**src/rtl/ebm_pkg.sv**
```systemverilog
package ebm_pkg;

    typedef enum logic [1:0] {
        EBM_IDLE  = 2'd0,
        EBM_START = 2'd1,
        EBM_WAIT  = 2'd2
    } ebm_state_e;

    // Remaining-bytes code: the full lane count wraps to all zeros.
    function automatic logic [1:0] ebm_size_code(input logic [2:0] remaining);
        return remaining[1:0];
    endfunction

endpackage

```
**src/rtl/ebm_split.sv**
```systemverilog
module ebm_split #(
    parameter int LANES = 4,
    parameter int OFF_W = 2,
    parameter int CNT_W = 3
) (
    input  logic [OFF_W-1:0] off,
    input  logic [CNT_W-1:0] remaining,
    output logic [CNT_W-1:0] nbytes,
    output logic             last
);
    logic [CNT_W:0] room;
    logic [CNT_W:0] rem_ext;

    always_comb begin
        room    = (CNT_W+1)'(LANES) - (CNT_W+1)'(off);
        rem_ext = {1'b0, remaining};
        if (rem_ext <= room) begin
            nbytes = remaining;
        end else begin
            nbytes = room[CNT_W-1:0];
        end
        last = (nbytes == remaining);
    end
endmodule

```
**src/rtl/ebm_lanes.sv**
```systemverilog
module ebm_lanes #(
    parameter int LANES = 4,
    parameter int OFF_W = 2,
    parameter int CNT_W = 3
) (
    input  logic [OFF_W-1:0]   off,
    input  logic [CNT_W-1:0]   idx,
    input  logic [CNT_W-1:0]   nbytes,
    input  logic [8*LANES-1:0] opnd,
    input  logic [8*LANES-1:0] rdata,
    output logic [8*LANES-1:0] wdata,
    output logic [8*LANES-1:0] merged
);
    logic             hit [LANES];
    logic [OFF_W-1:0] sel [LANES];

    for (genvar j = 0; j < LANES; j++) begin : g_lane
        logic [CNT_W:0] rel;
        logic [CNT_W:0] pos;
        always_comb begin
            rel = (CNT_W+1)'(j) - (CNT_W+1)'(off);
            pos = rel + {1'b0, idx};
        end
        assign hit[j] = ((CNT_W+1)'(j) >= (CNT_W+1)'(off)) && (rel < {1'b0, nbytes});
        assign sel[j] = pos[OFF_W-1:0];
        assign wdata[8*j +: 8] = hit[j] ? opnd[8*sel[j] +: 8] : 8'h00;
    end

    always_comb begin
        merged = opnd;
        for (int j = 0; j < LANES; j++) begin
            if (hit[j]) begin
                merged[8*sel[j] +: 8] = rdata[8*j +: 8];
            end
        end
    end
endmodule

```
**src/rtl/ext_bus_master.sv**
```systemverilog
module ext_bus_master
    import ebm_pkg::*;
#(
    parameter int ADDR_W = 32,
    parameter int DATA_W = 32
) (
    input  logic              clk,
    input  logic              rst_n,
    input  logic              req_valid,
    output logic              req_ready,
    input  logic [ADDR_W-1:0] req_addr,
    input  logic [2:0]        req_nbytes,
    input  logic              req_write,
    input  logic [DATA_W-1:0] req_wdata,
    output logic [ADDR_W-1:0] bus_addr,
    output logic [1:0]        bus_tsize,
    output logic              bus_rdwr,
    output logic              bus_ts,
    output logic [DATA_W-1:0] bus_wdata,
    input  logic [DATA_W-1:0] bus_rdata,
    input  logic              bus_ta,
    output logic              done,
    output logic [DATA_W-1:0] done_rdata
);
    localparam int LANES = DATA_W / 8;
    localparam int OFF_W = $clog2(LANES);
    localparam int CNT_W = $clog2(LANES + 1);

    typedef struct packed {
        ebm_state_e        st;
        logic [ADDR_W-1:0] addr;
        logic [CNT_W-1:0]  rem;
        logic [CNT_W-1:0]  idx;
        logic              wr;
        logic              rdwr;
        logic [DATA_W-1:0] opnd;
        logic              done;
    } ebm_regs_t;

    ebm_regs_t r_q, r_d;

    logic [CNT_W-1:0]  cyc_bytes;
    logic              cyc_last;
    logic [DATA_W-1:0] lane_wdata;
    logic [DATA_W-1:0] lane_merged;

    ebm_split #(.LANES(LANES), .OFF_W(OFF_W), .CNT_W(CNT_W)) u_split (
        .off       (r_q.addr[OFF_W-1:0]),
        .remaining (r_q.rem),
        .nbytes    (cyc_bytes),
        .last      (cyc_last)
    );

    ebm_lanes #(.LANES(LANES), .OFF_W(OFF_W), .CNT_W(CNT_W)) u_lanes (
        .off    (r_q.addr[OFF_W-1:0]),
        .idx    (r_q.idx),
        .nbytes (cyc_bytes),
        .opnd   (r_q.opnd),
        .rdata  (bus_rdata),
        .wdata  (lane_wdata),
        .merged (lane_merged)
    );

    always_comb begin
        r_d      = r_q;
        r_d.done = 1'b0;
        unique case (r_q.st)
            EBM_IDLE: begin
                if (req_valid) begin
                    r_d.st   = EBM_START;
                    r_d.addr = req_addr;
                    r_d.rem  = CNT_W'(req_nbytes);
                    r_d.idx  = '0;
                    r_d.wr   = req_write;
                    r_d.rdwr = ~req_write;
                    r_d.opnd = req_write ? req_wdata : '0;
                end
            end
            EBM_START: begin
                r_d.st = EBM_WAIT;
            end
            EBM_WAIT: begin
                if (bus_ta) begin
                    if (!r_q.wr) begin
                        r_d.opnd = lane_merged;
                    end
                    r_d.rem = r_q.rem - cyc_bytes;
                    r_d.idx = r_q.idx + cyc_bytes;
                    if (cyc_last) begin
                        r_d.st   = EBM_IDLE;
                        r_d.done = 1'b1;
                    end else begin
                        r_d.st   = EBM_START;
                        r_d.addr = {r_q.addr[ADDR_W-1:OFF_W] + 1'b1, {OFF_W{1'b0}}};
                    end
                end
            end
            default: r_d.st = EBM_IDLE;
        endcase
    end

    always_ff @(posedge clk or negedge rst_n) begin
        if (!rst_n) begin
            r_q      <= '0;
            r_q.st   <= EBM_IDLE;
            r_q.rdwr <= 1'b1;
        end else begin
            r_q <= r_d;
        end
    end

    assign req_ready  = (r_q.st == EBM_IDLE);
    assign bus_ts     = (r_q.st == EBM_START);
    assign bus_addr   = r_q.addr;
    assign bus_tsize  = ebm_size_code(3'(r_q.rem));
    assign bus_rdwr   = r_q.rdwr;
    assign bus_wdata  = (r_q.wr && r_q.st != EBM_IDLE) ? lane_wdata : '0;
    assign done       = r_q.done;
    assign done_rdata = r_q.opnd;

    // only legal operand lengths are taken
    p_len_legal_r1: assert property (@(posedge clk) disable iff (!rst_n)
        (req_valid && req_ready) |-> (req_nbytes >= 3'd1 && req_nbytes <= 3'd4));

    // strobe lasts a single clock
    p_ts_single_r2: assert property (@(posedge clk) disable iff (!rst_n)
        bus_ts |=> !bus_ts);

    // an accepted operand strobes in the next clock
    p_accept_start_r10: assert property (@(posedge clk) disable iff (!rst_n)
        (req_valid && req_ready) |=> bus_ts);

    // cycle attributes held while no acknowledge is seen
    p_hold_r3: assert property (@(posedge clk) disable iff (!rst_n)
        (!req_ready && !bus_ts && !bus_ta) |=>
            ($stable(bus_addr) && $stable(bus_tsize) && $stable(bus_rdwr)));

    // direction only moves on an accepting edge
    p_rdwr_hold_r6: assert property (@(posedge clk) disable iff (!rst_n)
        !(req_valid && req_ready) |=> $stable(bus_rdwr));

    // a follow-on cycle starts word aligned
    p_aligned_r5: assert property (@(posedge clk) disable iff (!rst_n)
        (r_q.st == EBM_WAIT && bus_ta && !cyc_last) |=>
            (bus_ts && bus_addr[OFF_W-1:0] == '0));

    // completion follows an acknowledge and is one clock wide
    p_done_after_ta_r8: assert property (@(posedge clk) disable iff (!rst_n)
        done |-> ($past(bus_ta) && req_ready));
    p_done_single_r8: assert property (@(posedge clk) disable iff (!rst_n)
        done |=> !done);
endmodule

```
**config.mk**
```make
export PLATFORM = sky130hd
export DESIGN_NAME = ext_bus_master
export DESIGN_NICKNAME = d
export VERILOG_FILES = /design/src/rtl/ebm_pkg.sv /design/src/rtl/ebm_split.sv /design/src/rtl/ebm_lanes.sv /design/src/rtl/ext_bus_master.sv
export SDC_FILE = /design/constraint.sdc
export NUM_CORES = 1
export LEC_CHECK = 0
export ABC_AREA = 1
export BUFFER_PORTS_ARGS = -buffer_cell sky130_fd_sc_hd__buf_2
export CORE_MARGIN = 3
export CORE_UTILIZATION = 30
export DETAILED_ROUTE_END_ITERATION = 6
export PLACE_DENSITY = 0.54
export REMOVE_ABC_BUFFERS = 1
export SYNTH_ARGS = -nofsm -noshare
export SYNTH_HDL_FRONTEND = slang
export SYNTH_SLANG_ARGS = --single-unit
export TNS_END_PERCENT = 5
```
**constraint.sdc**
```tcl
create_clock -name clk -period 10.8 [get_ports clk]
set_input_delay 1.62 -clock clk [delete_from_list [all_inputs] [get_ports clk]]
set_output_delay 1.62 -clock clk [all_outputs]
set_load 0.02 [all_outputs]
```
==> results of run 1 <==
state kept, by name, summed over array words and instances, names as in the netlist:
name and flops:
bus_rdwr 1, bus_addr 32, r_q 6, done_rdata 32, bus_tsize 2, done 1
worst max-delay path: stages, from the launching register on:
cell     delay (ns)
dfrtp_1        0.44
inv_1          0.20
ha_1           0.30
ha_1           0.31
inv_1          0.04
a21oi_1        0.14
nand2_2        0.08
nand2_4        0.09
nand2_4        0.07
o21ai_0        0.64
ha_1           0.24
inv_1          0.04
nand2_1        0.05
nand2_1        0.05
nand2_2        0.47
nand3_1        0.68
nor2_1         0.26
buf_2          0.20
metrics by stage:
| stage | setup slack, ns | cells | cell area [µm²] | hold slack, ns | utilization, % |
|---|---|---|---|---|---|
| after CTS | 4.52 | 2068 | 10300 | 0.501 | 34.4 |
| after floorplan | 5.25 | 1446 | 8400 | 0.481 | - |
| after detailed placement | 4.91 | 2053 | 10000 | 0.489 | 33.5 |
| after global routing | 4.16 | 2068 | 10300 | 0.531 | 34.4 |
| after global placement | 4.94 | 2053 | 10000 | 0.478 | 33.5 |
| final | 4.52 | 2068 | 10300 | 0.494 | 34.4 |
how the worst max path moves through the flow:
stage / slack [ns] / endpoint
floorplan: 5.25 / bus_wdata[10]
global placement: 4.94 / bus_wdata[15]
detailed placement: 4.91 / bus_wdata[15]
CTS: 4.52 / bus_wdata[15]
global route: 4.16 / bus_wdata[15]
finish: 4.52 / bus_wdata[15]
cells by family (layout without fill, tap and decap cells):
| group | count (synthesis) | in the layout | synth area share [%] |
|---|---|---|---|
| AO/OA/AOI/OAI | 253 | 253 | 15.7 |
| AND/OR/NAND/NOR | 820 | 820 | 38.9 |
| adder cells (fa/ha/maj) | 37 | 37 | 5.10 |
| flip-flops | 74 | 74 | 20.1 |
| XOR/XNOR | 11 | 11 | 1.04 |
| buffers and inverters | 388 | 483 | 19.1 |
per-layer routing:
layer | global-route usage (%) | wire [µm] | up-vias
met1 | 28.3 | 16100 | 4709
met2 | 36.4 | 17200 | 461
met4 | 8.26 | 1490 | 6
li1 | - | - | 5161
met5 | 0 | 47 | -
met3 | 4.23 | 2800 | 77
final cells by class:
class | instances | area (µm²) | share of cell area [%]
Multi-Input combinational cell | 1121 | 5620 | 54.5
Inverter | 251 | 942 | 9.14
Tap cell | 390 | 488 | 4.73
Sequential cell | 74 | 1850 | 18.0
Clock buffer | 9 | 225 | 2.18
Timing Repair Buffer | 217 | 1120 | 10.8
Clock inverter | 6 | 67.6 | 0.655
layout by cell type, fill, tap and decap left out, types with 9 or more instances in the layout:
master     count
nand2_1      421
inv_1        244
buf_2        204
nor2_1       171
o21ai_0       97
a21oi_1       90
nand3_1       87
nand4_1       77
dfrtp_1       73
ha_1          35
a22oi_1       25
nor3_1        23
a21oi_2       20
buf_4         13
nand2_2       12
xor2_1        11
clkbuf_16      9
==> impl_metrics.env, run 1 <==
export IMPL_synth_most_common_cell="nand2_1"
export IMPL_rsz0062_at_grt="no"
export IMPL_min_from="bus_rdwr"
export IMPL_ys_ff_latch=74
export IMPL_yosysTopAreaCell="dfrtp_1"
export IMPL_cts_htree_levels=3
export IMPL_syn_cell_area_um2=9220
export IMPL_fin_tns_setup_ns=0
export IMPL_r2r_start="bus_addr[0]"
export IMPL_period_minus_slack_ns=6.28
export IMPL_synth_seq_area_share_pct=20.1
export IMPL_worst_path_max_fanout=37
export IMPL_synth_edf_count=0
export IMPL_ant_nets=0
export IMPL_netlist_top_cells_area="dfrtp_1 (20%), nand2_1 (17%), inv_1 (9.9%)"
export IMPL_via_count=10414
export IMPL_drive_gt1_share_pct=17.6
export IMPL_area_delta_synth_final_pct=11.8
export IMPL_netlist_instances=1583
export IMPL_synthArstFlopShare_pct=100
export IMPL_crit_type="reg2out"
export IMPL_finalNetCount=1815
export IMPL_slew_violations=0
export IMPL_r2r_cells=17
export IMPL_dieArea_um2=32900
export IMPL_io_buffer_count=205
export IMPL_die_height_um=181
export IMPL_drtPass1Iterations=6
export IMPL_clk_pin_slew_ns=0.06
export IMPL_netlist_cell_type_count=40
export IMPL_post_route_drc_count=0
export IMPL_placeableCoreArea_um2=30000
export IMPL_grt_use_total_pct=22.0
export IMPL_drtIter0Drc=936
export IMPL_r2r_end="done_rdata[24]"
export IMPL_clk_latency_ns=0.35
export IMPL_globalplace_congestion=0.971
export IMPL_gr_total_overflow=0
export IMPL_grt_pass1_vias=10017
export IMPL_rows=63
export IMPL_synth_top_area_share_pct=19.8
export IMPL_grt_max_degree=78
export IMPL_viasPerCell=5.04
export IMPL_cts_sinks=74
export IMPL_hold_viol=0
export IMPL_hp_class="reg2reg"
export IMPL_cp_start_kind="flop"
export IMPL_worstHoldEndpoint="bus_rdwr"
export IMPL_cts_tree="yes"
export IMPL_end_kind="primary output"
export IMPL_fill_cells=3416
export IMPL_drv_cap=0
export IMPL_wl_mm=37.6
export IMPL_syn_area_per_cell_um2=5.83
export IMPL_synth_common_cells="nand2_1 (421), inv_1 (244), nor2_1 (171)"
export IMPL_pin_count=206
export IMPL_grt_pass1_wl_mm=57.3
export IMPL_cp_required_ns=9.18
export IMPL_start_util_pct=30.8
export IMPL_synth_ff_type="dfrtp_1"
export IMPL_setup_viol=0
export IMPL_crit_start="bus_addr[0]"
export IMPL_arrival_ns=4.66
export IMPL_diodes=0
export IMPL_cts_buffers=9
export IMPL_dp_hpwl_mm=29.2
export IMPL_slew_headroom_pct=31.5
export IMPL_post_cts_resized=0
export IMPL_ctsHoldBuffers=0
export IMPL_cts_buffer_depth=2
export IMPL_cts_root_buffer="clkbuf_16"
export IMPL_yosysWarnings=0
export IMPL_fin_crit_sh_pct=58.1
export IMPL_die_width_um=181
export IMPL_fin_skew_ns=0.0149
export IMPL_r2r_setup_slack_ns=6.13
export IMPL_worstMarginPinSlew_ns=1.03
export IMPL_status="completed"
export IMPL_fmax_mhz=159
export IMPL_min_path_cells=2
export IMPL_wire_per_inst_um=18.2
export IMPL_post_cts_buffers=0
export IMPL_antenna_found_initial=3
Power of run 1 is left out: the tool's default activity adds up to more than one toggle a clock period on the data nets, which glitch-free logic cannot reach.
==> run 2, diff against run 1 <==
- clock period: 10.8 -> 5.8 ns (I/O delays scaled with it)
==> run 2 against run 1 <==
Critical path depth up 3. Hold slack lost 0.11 ns. Flip-flop and latch count unchanged. Core utilization grew 0.14 points. Via count is 1.4% higher. Global-route usage up 0.58 points. First-iteration DRC count fell by 15%.
==> impl_metrics.env, run 2 (synthesis results as in run 1) <==
export IMPL_globalplace_congestion=0.957
export IMPL_drive_gt1_share_pct=17.7
export IMPL_cts_buffers=9
export IMPL_grt_pass1_vias=10170
export IMPL_fmax_mhz=186
export IMPL_hp_class="in2async"
export IMPL_fill_cells=3399
export IMPL_cp_required_ns=4.93
export IMPL_arrival_ns=4.51
export IMPL_period_minus_slack_ns=5.38
export IMPL_r2r_end="bus_addr[12]"
export IMPL_finalNetCount=1818
export IMPL_dieArea_um2=32900
export IMPL_multi_input_area_um2=5620
export IMPL_drtIter0Drc=795
export IMPL_cts_htree_levels=3
export IMPL_clk_latency_ns=0.36
export IMPL_wire_per_inst_um=18.4
export IMPL_worstMarginPinSlew_ns=0.903
export IMPL_drv_cap=0
export IMPL_fin_tns_setup_ns=0
export IMPL_r2r_cells=19
export IMPL_grt_pass1_wl_mm=58.0
export IMPL_layout_common_cells="nand2_1 (421), inv_1 (244), buf_2 (204)"
export IMPL_grt_use_total_pct=22.6
export IMPL_post_cts_buffers=0
export IMPL_viasPerCell=5.09
export IMPL_start_util_pct=30.8
export IMPL_die_height_um=181
export IMPL_drtPass1Iterations=5
export IMPL_hold_viol=0
export IMPL_fin_skew_ns=0.00660
export IMPL_clk_pin_slew_ns=0.06
export IMPL_post_cts_resized=0
export IMPL_slew_violations=0
export IMPL_area_delta_synth_final_pct=12.3
export IMPL_cts_buffer_depth=2
export IMPL_cts_tree="yes"
export IMPL_via_count=10561
export IMPL_ctsHoldBuffers=0
export IMPL_crit_type="reg2out"
export IMPL_ant_nets=0
export IMPL_slew_headroom_pct=39.8
export IMPL_final_common_cell="nand2_1"
export IMPL_rsz0062_at_grt="no"
export IMPL_antenna_found_initial=4
export IMPL_worst_path_max_fanout=39
export IMPL_cts_sinks=74
export IMPL_grt_max_degree=65
export IMPL_r2r_setup_slack_ns=1.69
export IMPL_pin_count=206
export IMPL_cts_root_buffer="clkbuf_16"
export IMPL_hold_ws_ns=0.389
export IMPL_status="completed"
export IMPL_rows=63
export IMPL_end_kind="primary output"
export IMPL_setup_viol=0
export IMPL_seq_area_um2=1850
export IMPL_io_buffer_count=205
export IMPL_cp_start_kind="flop"
export IMPL_fin_crit_sh_pct=92.7
export IMPL_r2r_start="bus_addr[1]"
export IMPL_gr_total_overflow=0
export IMPL_post_route_drc_count=0
export IMPL_die_width_um=181
export IMPL_placeableCoreArea_um2=30000
export IMPL_dp_hpwl_mm=29.8
export IMPL_wl_mm=38.2
run 2: metrics by stage:
step	instances	worst slack [ns]	instance area (µm²)	utilization, %
detailed placement	2056	0.828	10000	33.5
global route	2072	0.0585	10400	34.6
CTS	2072	0.418	10400	34.6
floorplan	1446	0.786	8400	-
global placement	2056	0.977	10000	33.5
finish	2073	0.421	10400	34.6
run 2: how the worst max path moves through the flow:
stage	from	to	cells past startpoint
finish	bus_addr[1]	bus_wdata[13]	20
global placement	bus_addr[1]	bus_wdata[8]	20
global route	bus_addr[1]	bus_wdata[13]	20
floorplan	bus_addr[0]	done_rdata[7]	13
detailed placement	bus_addr[1]	bus_wdata[13]	20
CTS	bus_addr[1]	bus_wdata[13]	20
run 2: final cells by class:
cell class / count / area share (%)
inverters: 251 / 9.10
clock inverters: 3 / 0.447
clock buffers: 13 / 2.51
repair buffers: 220 / 11.0
well taps: 390 / 4.71
multi-input cells: 1121 / 54.3
diodes: 1 / 0.0242
flip-flops and latches: 74 / 17.9
run 2: metal layers:
layer / routed length [µm] / global-route usage, % / vias to the layer above / part of all wire, %
met5: 43 / 0 / - / 0.11
met4: 1720 / 9.32 / 8 / 4.5
met3: 2950 / 4.99 / 96 / 7.7
met2: 17600 / 37.5 / 463 / 46
met1: 15900 / 28.3 / 4829 / 42
li1: - / - / 5165 / -
run 2: critical path: stages (launching register included):
cell,delay (ns)
dfrtp_1,0.43
inv_1,0.12
buf_4,0.38
ha_1,0.37
inv_2,0.10
nand2_2,0.06
nand2_1,0.08
nand2_2,0.07
nand2_4,0.09
nand2_4,0.07
nand2_1,0.06
o21ai_0,0.07
buf_4,0.17
ha_1,0.29
inv_1,0.04
nand2_1,0.05
nand2_1,0.05
nand2_2,0.49
nand3_1,0.67
nor2_1,0.26
buf_2,0.20
Power of run 2 is left out for the same reason.
==> run 3, diff against run 2 <==
- PLACE_DENSITY: 0.54 -> default
- TNS_END_PERCENT: 5 -> default
==> run 3 against run 2 <==
Clock skew is 0.0088 ns higher. Die area stayed put. Largest cell class unchanged. Sequential share of layout area hardly changed. Maximum frequency is 0.19% higher. Via count is 0.42% lower.
==> impl_metrics.env, run 3 (synthesis results as in run 1) <==
export IMPL_hp_class="in2async"
export IMPL_final_common_cell="nand2_1"
export IMPL_arrival_ns=4.50
export IMPL_wl_mm=36.6
export IMPL_hold_viol=0
export IMPL_post_route_drc_count=0
export IMPL_endpoint="bus_wdata[15]"
export IMPL_grt_pass1_vias=9907
export IMPL_grt_use_total_pct=21.6
export IMPL_status="completed"
export IMPL_drtIter0Drc=920
export IMPL_ctsHoldBuffers=0
export IMPL_start_util_pct=30.8
export IMPL_slew_violations=0
export IMPL_cpMostUsedCell="nand2_1"
export IMPL_worstMarginPinSlew_ns=0.862
export IMPL_cts_root_buffer="clkbuf_16"
export IMPL_layout_common_cells="nand2_1 (421), inv_1 (244), buf_2 (204)"
export IMPL_fmax_mhz=186
export IMPL_r2r_end="done_rdata[15]"
export IMPL_gr_total_overflow=0
export IMPL_io_buffer_count=205
export IMPL_placeableCoreArea_um2=30000
export IMPL_fin_skew_ns=0.0154
export IMPL_crit_start="bus_addr[1]"
export IMPL_cpMaxStageDelayCell="nand3_1"
export IMPL_post_cts_resized=0
export IMPL_drv_cap=0
export IMPL_r2r_cells=18
export IMPL_place_inst=2055
export IMPL_slew_headroom_pct=42.4
export IMPL_cp_start_kind="flop"
export IMPL_cp_top_family="simple AND/OR/NAND/NOR gates"
export IMPL_grt_max_degree=81
export IMPL_wire_per_inst_um=17.7
export IMPL_viasPerCell=5.08
export IMPL_rsz0062_at_grt="no"
export IMPL_r2r_start="bus_addr[1]"
export IMPL_pin_count=206
export IMPL_die_width_um=181
export IMPL_critPathBufInv=6
export IMPL_fill_cells=3397
export IMPL_antenna_found_initial=5
export IMPL_cts_buffers=9
export IMPL_finalNetCount=1817
export IMPL_multi_input_area_um2=5620
export IMPL_fin_crit_sh_pct=92.6
export IMPL_grt_pass1_wl_mm=56.5
export IMPL_cts_buffer_depth=2
export IMPL_dieArea_um2=32900
export IMPL_drive_gt1_share_pct=17.7
export IMPL_cts_tree="yes"
export IMPL_setup_viol=0
export IMPL_end_kind="primary output"
export IMPL_fin_tns_setup_ns=0
export IMPL_die_height_um=181
export IMPL_r2r_setup_slack_ns=1.48
export IMPL_post_cts_buffers=0
export IMPL_dp_hpwl_mm=28.5
export IMPL_clk_latency_ns=0.36
export IMPL_max_stage_delay_ns=0.70
export IMPL_drtPass1Iterations=6
export IMPL_crit_cells=20
export IMPL_crit_type="reg2out"
export IMPL_worst_path_max_fanout=39
export IMPL_cts_sinks=74
export IMPL_via_count=10517
export IMPL_globalplace_congestion=0.979
export IMPL_ant_nets=0
export IMPL_cts_htree_levels=3
export IMPL_cp_required_ns=4.93
export IMPL_crit_chain="inv_1, buf_4, ha_1, inv_2, nand2_2, nand2_1, nand2_2, nand2_4, nand2_4, nand2_1, o21ai_0, buf_4, ha_1, inv_1, nand2_1, nand2_1, nand2_2, nand3_1, nor2_1, buf_2"
export IMPL_clk_pin_slew_ns=0.07
export IMPL_fin_cells=2071
export IMPL_diodes=0
export IMPL_area_delta_synth_final_pct=12.2
export IMPL_period_minus_slack_ns=5.37
export IMPL_rows=63
export IMPL_seq_area_um2=1850
==> run 3: changes by cell type in the layout (fill, tap and decap cells not counted), sizes merged <==
cell,before,now
clkbuf,13,10
clkinv,4,6
buf,220,219
diode,1,0
inv,248,249
==> run 3: cell type report <==
type | count | share of cell area, %
Multi-Input combinational cell | 1121 | 54.3
Sequential cell | 74 | 17.9
Timing Repair Buffer | 219 | 11.0
Inverter | 251 | 9.11
Tap cell | 390 | 4.72
Clock buffer | 10 | 2.31
Clock inverter | 6 | 0.701
==> run 3: worst min path at each step <==
stage	slack (ns)	start	cells after the start	end
after floorplan	0.48	r_q[74]	1	r_q[74]
after global placement	0.48	bus_rdwr	2	bus_rdwr
after detailed placement	0.50	bus_rdwr	2	bus_rdwr
after CTS	0.36	rst_n	1	done_rdata[11]
after global routing	0.37	rst_n	1	done_rdata[11]
final	0.36	rst_n	1	done_rdata[27]
==> run 3: routing by layer <==
layer / wire (µm) / up-vias / share of wire, % / track usage (%)
li1: - / 5168 / - / -
met5: 43 / - / 0.12 / 0
met2: 16700 / 468 / 46 / 35.8
met1: 15500 / 4801 / 42 / 27.9
met3: 3010 / 70 / 8.2 / 4.43
met4: 1320 / 10 / 3.6 / 7.74
==> run 3: stage by stage <==
step           area, µm²  util (%)  worst slack, ns  hold WS [ns]
2_1_floorplan       8400         -            0.786         0.481
3_3_place_gp       10000      33.5            0.977         0.480
3_5_place_dp       10000      33.5            0.803         0.499
4_1_cts            10300      34.5            0.398         0.358
5_1_grt            10300      34.5           0.0940         0.370
6_report           10300      34.5            0.432         0.362
Power of run 3 is left out for the same reason.
